[src/rtl/fetch_pkg.sv]
package fetch_pkg;

  typedef enum logic [3:0] {
    M_IMP   = 4'd0,
    M_ACC   = 4'd1,
    M_IMM   = 4'd2,
    M_ZP    = 4'd3,
    M_ZPX   = 4'd4,
    M_ZPY   = 4'd5,
    M_IZP   = 4'd6,
    M_IZPX  = 4'd7,
    M_IZPY  = 4'd8,
    M_REL   = 4'd9,
    M_ABS   = 4'd10,
    M_ABSX  = 4'd11,
    M_ABSY  = 4'd12,
    M_IABS  = 4'd13,
    M_IABSX = 4'd14,
    M_ZPR   = 4'd15
  } amode_e;

  typedef enum logic [2:0] {
    S_IDLE   = 3'd0,
    S_OPCODE = 3'd1,
    S_OP1    = 3'd2,
    S_OP2    = 3'd3,
    S_DONE   = 3'd4
  } fstate_e;

  // operand bytes that follow the opcode for a given mode
  function automatic logic [1:0] operand_bytes(amode_e m);
    if (m == M_IMP || m == M_ACC) return 2'd0;
    else if (m >= M_ABS)          return 2'd2;
    else                          return 2'd1;
  endfunction

  function automatic logic [1:0] insn_len(amode_e m);
    return operand_bytes(m) + 2'd1;
  endfunction

endpackage

[src/rtl/fetch_mode_lut.sv]
module fetch_mode_lut
  import fetch_pkg::*;
(
  input  logic [7:0] opc,
  output amode_e     mode,
  output logic       known
);

  always_comb begin
    known = 1'b1;
    case (opc)
      8'hEA, 8'hE8, 8'h00: mode = M_IMP;
      8'h0A:               mode = M_ACC;
      8'hA9:               mode = M_IMM;
      8'hA5:               mode = M_ZP;
      8'hB5:               mode = M_ZPX;
      8'hB6:               mode = M_ZPY;
      8'hB2:               mode = M_IZP;
      8'hA1:               mode = M_IZPX;
      8'hB1:               mode = M_IZPY;
      8'hD0, 8'hF0:        mode = M_REL;
      8'hAD:               mode = M_ABS;
      8'hBD:               mode = M_ABSX;
      8'hB9:               mode = M_ABSY;
      8'h6C:               mode = M_IABS;
      8'h7C:               mode = M_IABSX;
      8'h0F:               mode = M_ZPR;
      default: begin
        mode  = M_IMP;
        known = 1'b0;
      end
    endcase
  end

endmodule

[src/rtl/fetch_ctrl.sv]
module fetch_ctrl
  import fetch_pkg::*;
(
  input  logic       clk,
  input  logic       rst_n,
  input  logic       start,
  input  logic       mem_valid,
  input  logic [1:0] nops_new,
  input  logic [1:0] nops_held,
  output logic       accept,
  output logic       mem_rd,
  output logic       cap_opc,
  output logic       cap_op1,
  output logic       cap_op2,
  output logic       done,
  output logic [1:0] byte_idx
);

  fstate_e st, st_nx;

  always_ff @(posedge clk or negedge rst_n) begin
    if (!rst_n) st <= S_IDLE;
    else        st <= st_nx;
  end

  always_comb begin
    accept   = (st == S_IDLE) && start;
    mem_rd   = (st == S_OPCODE) || (st == S_OP1) || (st == S_OP2);
    cap_opc  = (st == S_OPCODE) && mem_valid;
    cap_op1  = (st == S_OP1) && mem_valid;
    cap_op2  = (st == S_OP2) && mem_valid;
    done     = (st == S_DONE);
    byte_idx = (st == S_OP1) ? 2'd1 : (st == S_OP2) ? 2'd2 : 2'd0;
  end

  always_comb begin
    st_nx = st;
    case (st)
      S_IDLE:   if (start) st_nx = S_OPCODE;
      S_OPCODE: if (mem_valid) st_nx = (nops_new == 2'd0) ? S_DONE : S_OP1;
      S_OP1:    if (mem_valid) st_nx = (nops_held == 2'd2) ? S_OP2 : S_DONE;
      S_OP2:    if (mem_valid) st_nx = S_DONE;
      S_DONE:   st_nx = S_IDLE;
      default:  st_nx = S_IDLE;
    endcase
  end

  assert_done_pulse_R10: assert property (@(posedge clk) disable iff (!rst_n)
    done |=> !done && !mem_rd);

  assert_start_opens_read_R2: assert property (@(posedge clk) disable iff (!rst_n)
    accept |=> mem_rd && byte_idx == 2'd0);

  assert_stall_holds_byte_R9: assert property (@(posedge clk) disable iff (!rst_n)
    (mem_rd && !mem_valid) |=> mem_rd && $stable(byte_idx));

endmodule

[src/rtl/fetch_pc_unit.sv]
module fetch_pc_unit #(
  parameter int AW = 16
) (
  input  logic          clk,
  input  logic          rst_n,
  input  logic          accept,
  input  logic [AW-1:0] pc_in,
  input  logic          br_in,
  input  logic [1:0]    byte_idx,
  input  logic [1:0]    len,
  input  logic          rel_mode,
  input  logic [7:0]    disp,
  output logic [AW-1:0] mem_addr,
  output logic [AW-1:0] next_pc
);

  localparam int EXT = AW - 8;

  logic [AW-1:0] pc_q;
  logic          br_q;

  function automatic logic [AW-1:0] pc_plus(input logic [AW-1:0] b, input logic [1:0] k);
    return b + AW'(k);
  endfunction

  function automatic logic [AW-1:0] branch_dest(input logic [AW-1:0] b, input logic [7:0] d);
    return b + {{EXT{d[7]}}, d} + AW'(2);
  endfunction

  always_ff @(posedge clk or negedge rst_n) begin
    if (!rst_n) begin
      pc_q <= '0;
      br_q <= 1'b0;
    end else if (accept) begin
      pc_q <= pc_in;
      br_q <= br_in;
    end
  end

  assign mem_addr = pc_plus(pc_q, byte_idx);
  assign next_pc  = (rel_mode && br_q) ? branch_dest(pc_q, disp) : pc_plus(pc_q, len);

  assert_first_read_at_pc_R2: assert property (@(posedge clk) disable iff (!rst_n)
    accept |=> mem_addr == $past(pc_in));

endmodule

[src/rtl/insn_fetch_seq.sv]
module insn_fetch_seq
  import fetch_pkg::*;
#(
  parameter int AW = 16
) (
  input  logic          clk,
  input  logic          rst_n,
  input  logic          start,
  input  logic [AW-1:0] pc_in,
  input  logic          branch_taken,
  output logic [AW-1:0] mem_addr,
  output logic          mem_rd,
  input  logic [7:0]    mem_data,
  input  logic          mem_valid,
  output logic          done,
  output logic [7:0]    opcode,
  output logic [7:0]    op1,
  output logic [7:0]    op2,
  output logic [3:0]    mode,
  output logic [1:0]    size,
  output logic [AW-1:0] next_pc,
  output logic          illegal
);

  amode_e     lut_mode, mode_q;
  logic       lut_known;
  logic       accept, cap_opc, cap_op1, cap_op2;
  logic [1:0] byte_idx;
  logic [7:0] opcode_q, op1_q, op2_q;
  logic       ill_q;

  fetch_mode_lut u_lut (
    .opc   (mem_data),
    .mode  (lut_mode),
    .known (lut_known)
  );

  fetch_ctrl u_ctrl (
    .clk       (clk),
    .rst_n     (rst_n),
    .start     (start),
    .mem_valid (mem_valid),
    .nops_new  (operand_bytes(lut_mode)),
    .nops_held (operand_bytes(mode_q)),
    .accept    (accept),
    .mem_rd    (mem_rd),
    .cap_opc   (cap_opc),
    .cap_op1   (cap_op1),
    .cap_op2   (cap_op2),
    .done      (done),
    .byte_idx  (byte_idx)
  );

  fetch_pc_unit #(.AW(AW)) u_pc (
    .clk      (clk),
    .rst_n    (rst_n),
    .accept   (accept),
    .pc_in    (pc_in),
    .br_in    (branch_taken),
    .byte_idx (byte_idx),
    .len      (insn_len(mode_q)),
    .rel_mode (mode_q == M_REL),
    .disp     (op1_q),
    .mem_addr (mem_addr),
    .next_pc  (next_pc)
  );

  always_ff @(posedge clk or negedge rst_n) begin
    if (!rst_n) begin
      opcode_q <= '0;
      op1_q    <= '0;
      op2_q    <= '0;
      mode_q   <= M_IMP;
      ill_q    <= 1'b0;
    end else begin
      if (accept) begin
        op1_q <= '0;
        op2_q <= '0;
      end
      if (cap_opc) begin
        opcode_q <= mem_data;
        mode_q   <= lut_mode;
        ill_q    <= !lut_known;
      end
      if (cap_op1) op1_q <= mem_data;
      if (cap_op2) op2_q <= mem_data;
    end
  end

  assign opcode  = opcode_q;
  assign op1     = op1_q;
  assign op2     = op2_q;
  assign mode    = mode_q;
  assign size    = insn_len(mode_q);
  assign illegal = ill_q;

  // count of bytes taken from the bus since the fetch began
  logic [1:0] rd_cnt;
  always_ff @(posedge clk or negedge rst_n) begin
    if (!rst_n)                            rd_cnt <= '0;
    else if (accept)                       rd_cnt <= '0;
    else if (cap_opc || cap_op1 || cap_op2) rd_cnt <= rd_cnt + 2'd1;
  end

  assert_reads_match_len_R4: assert property (@(posedge clk) disable iff (!rst_n)
    done |-> rd_cnt == size);

  assert_stall_holds_addr_R9: assert property (@(posedge clk) disable iff (!rst_n)
    (mem_rd && !mem_valid) |=> mem_rd && $stable(mem_addr));

  assert_illegal_is_implied_R8: assert property (@(posedge clk) disable iff (!rst_n)
    (done && illegal) |-> mode == 4'd0 && size == 2'd1);

  assert_results_hold_R10: assert property (@(posedge clk) disable iff (!rst_n)
    done |=> $stable(opcode) && $stable(op1) && $stable(op2) && $stable(next_pc));

endmodule

[config.mk]
export PLATFORM = sky130hd
export DESIGN_NAME = insn_fetch_seq
export DESIGN_NICKNAME = d
export VERILOG_FILES = /design/src/rtl/fetch_pkg.sv /design/src/rtl/fetch_mode_lut.sv /design/src/rtl/fetch_ctrl.sv /design/src/rtl/fetch_pc_unit.sv /design/src/rtl/insn_fetch_seq.sv
export SDC_FILE = /design/constraint.sdc
export NUM_CORES = 1
export LEC_CHECK = 0
export BUFFER_PORTS_ARGS = -buffer_cell sky130_fd_sc_hd__buf_2
export CAP_MARGIN = 20
export CORE_AREA = 5 5 95 97
export DETAILED_ROUTE_END_ITERATION = 7
export DIE_AREA = 0 0 100 102
export GPL_TIMING_DRIVEN = 0
export PLACE_DENSITY = 0.84
export SETUP_SLACK_MARGIN = 0.1
export SLEW_MARGIN = 10
export SYNTH_ARGS = -nofsm -noshare
export SYNTH_HDL_FRONTEND = slang
export SYNTH_SLANG_ARGS = --single-unit
[constraint.sdc]
create_clock -name clk -period 2.85 [get_ports clk]
set_input_delay 0.285 -clock clk [delete_from_list [all_inputs] [get_ports clk]]
set_output_delay 0.285 -clock clk [all_outputs]
set_load 0.05 [all_outputs]
==> flow_summary.ini, run 1 <==
[clocking]
clockRootBuffer = clkbuf_8
clock_latency_ns = 0.31
clkTransAtPathRegs_ns = 0.09
htree_levels = 2
cts-buffers-inserted = 5
cts.sinks = 49
cts_tree = built
clk_path_buf_depth = 2

[yosys]
synth_flop_cell = dfrtp_1
synth_cell_types = 65
syn_area_per_cell_um2 = 8.39
synthTopCellsByArea = dfrtp_1, ha_1, nand2_1
synth_cells = 463
synth-async-reset-ratio_pct = 100
synth_edf_count = 0
synth_area_um2 = 3880
synth_top_area_share_pct = 31.6
ys_seq_area_share_pct = 31.6
ys_ff_latch = 49
synthesis.nets = 528
ys_warn_count = 0
yosysTopAreaCell = dfrtp_1

[floorplanning]
core_um2 = 8050
die_x_um = 100
die_h_um = 102
std_cell_rows = 33
initial_core_util_pct = 48.3
die_area_um2 = 10200
ioPinCount = 94

[finish]
drive_gt1_share_pct = 47.3
finalCoreUtilization_pct = 72.9
seq_area_um2 = 1240
nets = 669
nFillCells = 534
mostFrequentLayoutCells = nand2_1, buf_2, buf_4, dfrtp_1, nor2_1
diodes = 0
multi_input_area_um2 = 3280
area_growth_pct = 51.1
layout_commonest_cell = nand2_1

[timing]
hold_violations = 0
fin_skew_ns = 0.00861
period_minus_slack_ns = 3.08
setup_viol = 10
maxSlewHeadroom_pct = 28.8
timing.final.crit_share_pct = 108
setup_tns_ns = -1.39
setup_ws_ns = -0.233
slew_viol_final = 0
clock.fmax_mhz = 324
tightest_slew_ns = 1.06
rsz0062_at_grt = true

[global_route]
grt_pass1_wl_um = 21400
grt_pass1_vias = 4278
antenna_found_initial = 1
grt_usage_pct = 26.3
grt_overflow = 0
grt_max_degree = 50

[power_and_ir_drop]
leakagePower_nw = 2.72
seqPwrFrac_pct = 18.3
irDropWorstVdd_mv = 0.767
p_switching_mw = 3.78
p_int_mw = 2.93
powerDensity_nw_per_um2 = 1140
clockPowerShare_pct = 6.5
combPwrFrac_pct = 75.2
power.total_mw = 6.72
p_sw_share_pct = 56.4

[detailed_routing]
vias_per_cell = 5.83
firstDrtPassIters = 5
finalWirelength_um = 13800
drc_errors = 0
vias = 4137
drtIter0Drc = 223
post_drt_wl_per_cell_um = 19.4
postRouteAntennaNets = 0

[status]
violations = setup timing
outcome = complete, but fails checks

[worst_setup_path]
critical_path_arrival_ns = 2.80
crit_fanout = 4
critical_path.endpoint_type = primary output
criticalPathCategory = reg2out
start_kind = register
worstPathRequired_ns = 2.57

[place]
dp_hpwl_um = 8730
gp_congestion = 0.944
port-buffer-count = 92

[min_path]
hold_class = in2reg

[flow_run]
drv_cap = 0
path summary, 6_finish.rpt:
check                           depth (start not counted)         start  slack (ns)            end
worst max-delay path                                    9        op1[5]       -0.23    next_pc[14]
worst min-delay path                                    3     pc_in[12]        0.16  u_pc.pc_q[12]
worst max register to register                          5  u_ctrl.st[0]        0.57         op1[0]
worst min register to register                          1     opcode[3]        0.49      opcode[3]
max in group asynchronous                               3         rst_n        1.92   u_pc.pc_q[4]
min in group asynchronous                               2         rst_n        0.41      u_pc.br_q
synth_stat cells (all sizes together) (6+ instances only):
cell type	n
a21o	7
a21oi	19
a22o	8
buf	12
clkbuf	13
dfrtp	49
ha	33
inv	16
mux2	9
nand2	104
nand3	21
nand4	6
nor2	28
o21ai	23
xnor2	22
xor2	16
routing by layer:
metal / up-vias / GRT usage (%) / share of wire [%]
met5: - / 0 / 0.080
met3: 52 / 4.64 / 7.2
met1: 1970 / 31.0 / 38
met2: 214 / 48.1 / 51
li1: 1899 / - / -
met4: 2 / 9.43 / 3.4
power groups by stage:
| stage | registers (mW) | clock network, mW | logic [mW] |
|---|---|---|---|
| after detailed placement | 1.21 | 0 | 3.92 |
| after global placement | 1.20 | 0 | 3.86 |
| after CTS | 1.20 | 0.437 | 4.69 |
| after floorplan | 1.52 | 0 | 2.73 |
| final | 1.23 | 0.438 | 5.05 |
| after global routing | 1.25 | 0.467 | 5.31 |
critical path, stage by stage (launching register included):
cell and delay (ns):
dfrtp_2 0.47, ha_4 0.27, ha_4 0.30, inv_2 0.07, o31ai_4 0.32, a41oi_2 0.23
o311ai_2 0.34, xnor2_1 0.17, o21ai_4 0.16, buf_8 0.16
flip-flops by register name (all words and copies together), names as in the netlist:
signal / cells
u_pc.pc_q: 16
op1: 8
op2: 8
opcode: 8
mode: 4
u_ctrl.st: 3
illegal: 1
u_pc.br_q: 1
through the flow:
step,area (µm²),hold WS [ns],setup WS [ns],cells
after floorplan,4160,-0.0106,-0.0277,463
after global placement,4750,0.469,-0.204,660
after detailed placement,4750,0.470,-0.260,660
after CTS,5640,0.166,-0.166,699
after global routing,5870,0.168,-0.308,710
final,5870,0.161,-0.233,710
kinds of logic after synthesis:
logic type / after synthesis / share of synthesized area (%)
buf+inv: 41 / 4.90
flops: 49 / 31.6
compound gates: 83 / 13.9
simple gates: 204 / 25.4
fa+ha+maj: 36 / 12.2
xor+xnor: 38 / 8.57
mux: 12 / 3.48
layout make-up:
cell class                 count  share of cell area, %
buffer                        25                   2.49
clock buffer                   6                   1.41
clock inverter                 2                  0.234
inverter                      16                   1.11
multi-input combinational    373                   55.9
sequential                    49                   21.2
tap                          105                   2.24
timing repair buffer         134                   15.5
what timing repair did:
action | in CTS | in global routing
endpoints found under the setup margin | 27 | 26
pin swaps | 35 | 29
hold buffers | 0 | 1
resized for setup | 108 | 35
buffers inserted | 31 | 9
hold endpoints to repair | 0 | 14
No activity file was read; power rests on OpenSTA's default activity.
==> run 2: changes to the inputs <==
--- a/config.mk
+++ b/config.mk
@@ -13,6 +13,7 @@
 export GPL_TIMING_DRIVEN = 0
 export PLACE_DENSITY = 0.84
 export SETUP_SLACK_MARGIN = 0.1
+export SKIP_CTS_REPAIR_TIMING = 1
 export SLEW_MARGIN = 10
 export SYNTH_ARGS = -nofsm -noshare
 export SYNTH_HDL_FRONTEND = slang
==> flow_summary.ini, run 2 (same netlist as run 1, synthesis figures left out) <==
[finish]
diodes = 0
drive_gt1_share_pct = 47.0
nFillCells = 561
finalCoreUtilization_pct = 71.6
largest_register_ffs = 16
fin_area_um2 = 5760
layout_commonest_cell = nand2_1
regMostFlops = u_pc.pc_q
area_growth_pct = 48.4
nets = 660
mostFrequentLayoutCells = nand2_1, buf_2, dfrtp_1
final_cells = 701

[power_and_ir_drop]
p_int_mw = 2.91
p_sw_share_pct = 56.2
p_switching_mw = 3.73
leakagePower_nw = 2.65
clockPowerShare_pct = 6.6
powerDensity_nw_per_um2 = 1150
irDropWorstVdd_mv = 0.769
combPwrFrac_pct = 74.7
seqPwrFrac_pct = 18.6

[floorplanning]
core_um2 = 8050
ioPinCount = 94
die_area_um2 = 10200
initial_core_util_pct = 48.3
std_cell_rows = 33
die_x_um = 100
die_h_um = 102

[timing]
timing.final.crit_share_pct = 106
period_minus_slack_ns = 3.03
fin_skew_ns = 0.0138
hold_violations = 0
maxSlewHeadroom_pct = 30.2
rsz0062_at_grt = true
tightest_slew_ns = 1.04
setup_ws_ns = -0.184
slew_viol_final = 0
clock.fmax_mhz = 330
setup_viol = 8
whs_ns = 0.155

[detailed_routing]
finalWirelength_um = 13200
vias = 4068
firstDrtPassIters = 4
postRouteAntennaNets = 0
drc_errors = 0
drtIter0Drc = 175
vias_per_cell = 5.80
post_drt_wl_per_cell_um = 18.8

[flow_run]
drv_cap = 0

[worst_setup_path]
ff2ff_setup_slack_ns = 0.66
start_kind = register
slowest_stage = dfrtp_2
critical_path.endpoint_type = primary output
critical_path_arrival_ns = 2.75
path_cells = inv_4 > ha_4 > inv_2 > ha_4 > buf_4 > a211oi_4 > o31ai_4 > a41oi_2 > buf_4 > o21ai_4 > xnor2_2 > o21ai_4 > buf_6
r2r_cells = 4
cp.depth = 13
crit_fanout = 3
critPathTopFamily = compound AO/OA/AOI/OAI gates
slowest_delay_ns = 0.40
crit_buf_inv = 5
criticalPathCategory = reg2out
worstPathRequired_ns = 2.57

[clocking]
clk_path_buf_depth = 2
cts_tree = built
cts-buffers-inserted = 5
clock_latency_ns = 0.31
clockRootBuffer = clkbuf_8
htree_levels = 2
cts.sinks = 49
clkTransAtPathRegs_ns = 0.10

[global_route]
grt_overflow = 0
grt_max_degree = 50
grt_usage_pct = 21.7
grt_pass1_vias = 3768
antenna_found_initial = 1
grt_pass1_wl_um = 18000

[status]
violations = setup timing
outcome = complete, but fails checks

[place]
gp_congestion = 0.944
port-buffer-count = 92
dp_hpwl_um = 8730
place_area_um2 = 4750
dp.cells = 660

[min_path]
hold_class = in2reg
min_delay_path_depth = 3
## run 2: layout make-up
class,count,area (µm²),area share (%)
Multi-Input combinational cell,373,3260,56.5
Clock buffer,6,82.6,1.43
Tap cell,105,131,2.28
Clock inverter,2,13.8,0.239
Inverter,16,62.6,1.09
Sequential cell,49,1250,21.6
Timing Repair Buffer,126,840,14.6
Buffer,24,131,2.28
## run 2: path summary, 6_finish.rpt
path,endpoint,startpoint
max,next_pc[12],u_pc.pc_q[1]
min,u_pc.pc_q[0],pc_in[0]
max reg2reg,op1[7],u_ctrl.st[0]
min reg2reg,opcode[3],opcode[3]
max in group asynchronous,op1[7],rst_n
min in group asynchronous,u_pc.pc_q[14],rst_n
## run 2: routing by layer
layer,GRT usage (%),vias to the layer above,wire length [µm]
met3,4.16,26,922
met5,0,-,11
met2,38.0,184,6770
met1,27.6,1967,5240
met4,5.70,2,223
li1,-,1889,-
## run 2: worst register-to-register path: cells and delay by family (launching register included)
kind / cells / cell delay, ns
and+or+nand+nor: 2 / 1.23
DFF: 1 / 0.44
AOI/OAI and AO/OA: 1 / 0.27
buffers and inverters: 1 / 0.15
## run 2: power by group through the flow
| stage | Clock [mW] | Sequential [mW] | Combinational [mW] |
|---|---|---|---|
| 2_1_floorplan | 0 | 1.52 | 2.73 |
| 3_3_place_gp | 0 | 1.20 | 3.86 |
| 3_5_place_dp | 0 | 1.21 | 3.92 |
| 4_1_cts | 0.437 | 1.20 | 3.94 |
| 5_1_grt | 0.470 | 1.26 | 5.23 |
| 6_report | 0.440 | 1.24 | 4.96 |
## run 2: through the flow
step,total power [mW],TNS [ns],worst slack [ns]
after floorplan,4.26,-0.0277,-0.0277
after global placement,5.06,-0.645,-0.204
after detailed placement,5.13,-1.15,-0.260
after CTS,5.58,-7.56,-0.598
after global routing,6.96,-1.61,-0.248
final,6.64,-1.12,-0.184
==> run 3: changes to the inputs <==
--- a/config.mk
+++ b/config.mk
@@ -11,7 +11,7 @@
 export DETAILED_ROUTE_END_ITERATION = 7
 export DIE_AREA = 0 0 100 102
 export GPL_TIMING_DRIVEN = 0
-export PLACE_DENSITY = 0.84
+export PLACE_DENSITY = 0.73
 export SETUP_SLACK_MARGIN = 0.1
 export SKIP_CTS_REPAIR_TIMING = 1
 export SLEW_MARGIN = 10
==> flow_summary.ini, run 3 (same netlist as run 1, synthesis figures left out) <==
[worst_setup_path]
criticalPathCategory = reg2out
critical_path.endpoint_type = primary output
critPathTopFamily = compound AO/OA/AOI/OAI gates
slowest_delay_ns = 0.56
crit_buf_inv = 2
critical_path_arrival_ns = 2.79
ff2ff_setup_slack_ns = 0.61
r2r_cells = 5
start_kind = register
crit_fanout = 6
path_cells = buf_6 > ha_1 > ha_4 > a21oi_1 > nor2b_1 > o21ai_1 > o311ai_4 > xnor2_2 > o21ai_4 > buf_6
crit_top_cell = buf_6
r2r_end = op1[3]
worstPathRequired_ns = 2.57
slowest_stage = dfrtp_4
r2r_start = u_ctrl.st[0]

[power_and_ir_drop]
leakagePower_nw = 2.65
clockPowerShare_pct = 6.2
irDropWorstVdd_mv = 0.806
powerDensity_nw_per_um2 = 1140
p_int_mw = 2.82
p_sw_share_pct = 56.4
combPwrFrac_pct = 74.8
p_switching_mw = 3.65
seqPwrFrac_pct = 19.0

[global_route]
grt_pass1_vias = 3711
antenna_found_initial = 1
grt_max_degree = 50
grt_pass1_wl_um = 17900
grt_usage_pct = 21.8
grt_overflow = 0

[finish]
diodes = 0
largest_register_ffs = 16
area_growth_pct = 46.5
finalCoreUtilization_pct = 70.7
layout_commonest_cell = nand2_1
mostFrequentLayoutCells = nand2_1, buf_2, dfrtp_1
regMostFlops = u_pc.pc_q
drive_gt1_share_pct = 45.1
nets = 654

[floorplanning]
die_h_um = 102
core_um2 = 8050
ioPinCount = 94
die_area_um2 = 10200
die_x_um = 100
std_cell_rows = 33
initial_core_util_pct = 48.3

[status]
violations = setup timing
outcome = complete, but fails checks

[timing]
rsz0062_at_grt = true
maxSlewHeadroom_pct = 30.3
tightest_slew_ns = 1.04
hold_violations = 0
setup_ws_ns = -0.222
clock.fmax_mhz = 326
timing.final.crit_share_pct = 108
fin_skew_ns = 0.00633
slew_viol_final = 0
period_minus_slack_ns = 3.07
setup_viol = 8
whs_ns = 0.00397

[min_path]
hold_class = in2async

[detailed_routing]
post_drt_wl_per_cell_um = 17.2
postRouteAntennaNets = 0
drc_errors = 0
drtIter0Drc = 131
finalWirelength_um = 12000
vias = 3866
vias_per_cell = 5.56
firstDrtPassIters = 4

[clocking]
clkTransAtPathRegs_ns = 0.09
cts-buffers-inserted = 5
cts.sinks = 49
clockRootBuffer = clkbuf_8
clock_latency_ns = 0.30
htree_levels = 2
cts_tree = built
clk_path_buf_depth = 2

[place]
port-buffer-count = 92
dp_slack_ns = -0.258
dp_hpwl_um = 8600
gp_congestion = 0.937

[flow_run]
drv_cap = 0
run 3: cell types whose count changed in the layout (fill, tap and decap cells not counted), sizes merged:
cell         change
buf              -7
clkinv           -1
dlygate4sd3      -1
clkbuf           +3
run 3: metal layers:
metal	GRT usage [%]	wire, µm	part of all wire [%]	vias to the layer above
met2	38.9	6160	51	108
li1	-	-	-	1853
met5	0	13	0.11	-
met4	5.49	256	2.1	2
met1	27.8	4990	42	1884
met3	3.21	546	4.6	19
run 3: worst register-to-register path: stages, from the launching register on:
cell	delay [ns]
dfrtp_1	0.38
buf_6	0.13
buf_4	0.13
nor4_2	0.87
nor2_1	0.34
a22o_1	0.28
run 3: through the flow:
stage	TNS, ns	std cells	area, µm²	power (mW)
2_1_floorplan	-0.0277	463	4160	4.26
3_3_place_gp	-0.649	660	4750	5.05
3_5_place_dp	-0.832	660	4750	5.12
4_1_cts	-6.91	668	4830	5.54
5_1_grt	-1.85	695	5690	6.84
6_report	-0.941	695	5690	6.47
run 3: final cells by class:
class	count	area, µm²
inverter	16	65.1
clock inverter	1	5.00
sequential	49	1250
fill	602	2360
buffer	25	141
multi-input combinational	373	3260
tap	105	131
clock buffer	7	76.3
timing repair buffer	119	772
run 3: how the worst max path moves through the flow:
| stage | cells past startpoint | slack (ns) | from | to |
|---|---|---|---|---|
| after floorplan | 9 | -0.03 | mode[1] | next_pc[15] |
| after global placement | 11 | -0.21 | u_pc.pc_q[1] | next_pc[14] |
| after detailed placement | 11 | -0.26 | u_pc.pc_q[1] | next_pc[14] |
| after CTS | 11 | -0.62 | u_pc.pc_q[1] | next_pc[14] |
| after global routing | 10 | -0.30 | op1[7] | next_pc[14] |
| final | 10 | -0.22 | op1[7] | next_pc[14] |
run 3: power groups by stage:
stage,Combinational [mW],Sequential (mW),Clock (mW)
finish,4.84,1.23,0.402
global route,5.13,1.26,0.448
CTS,3.94,1.19,0.414
detailed placement,3.92,1.20,0
global placement,3.87,1.18,0
floorplan,2.73,1.52,0
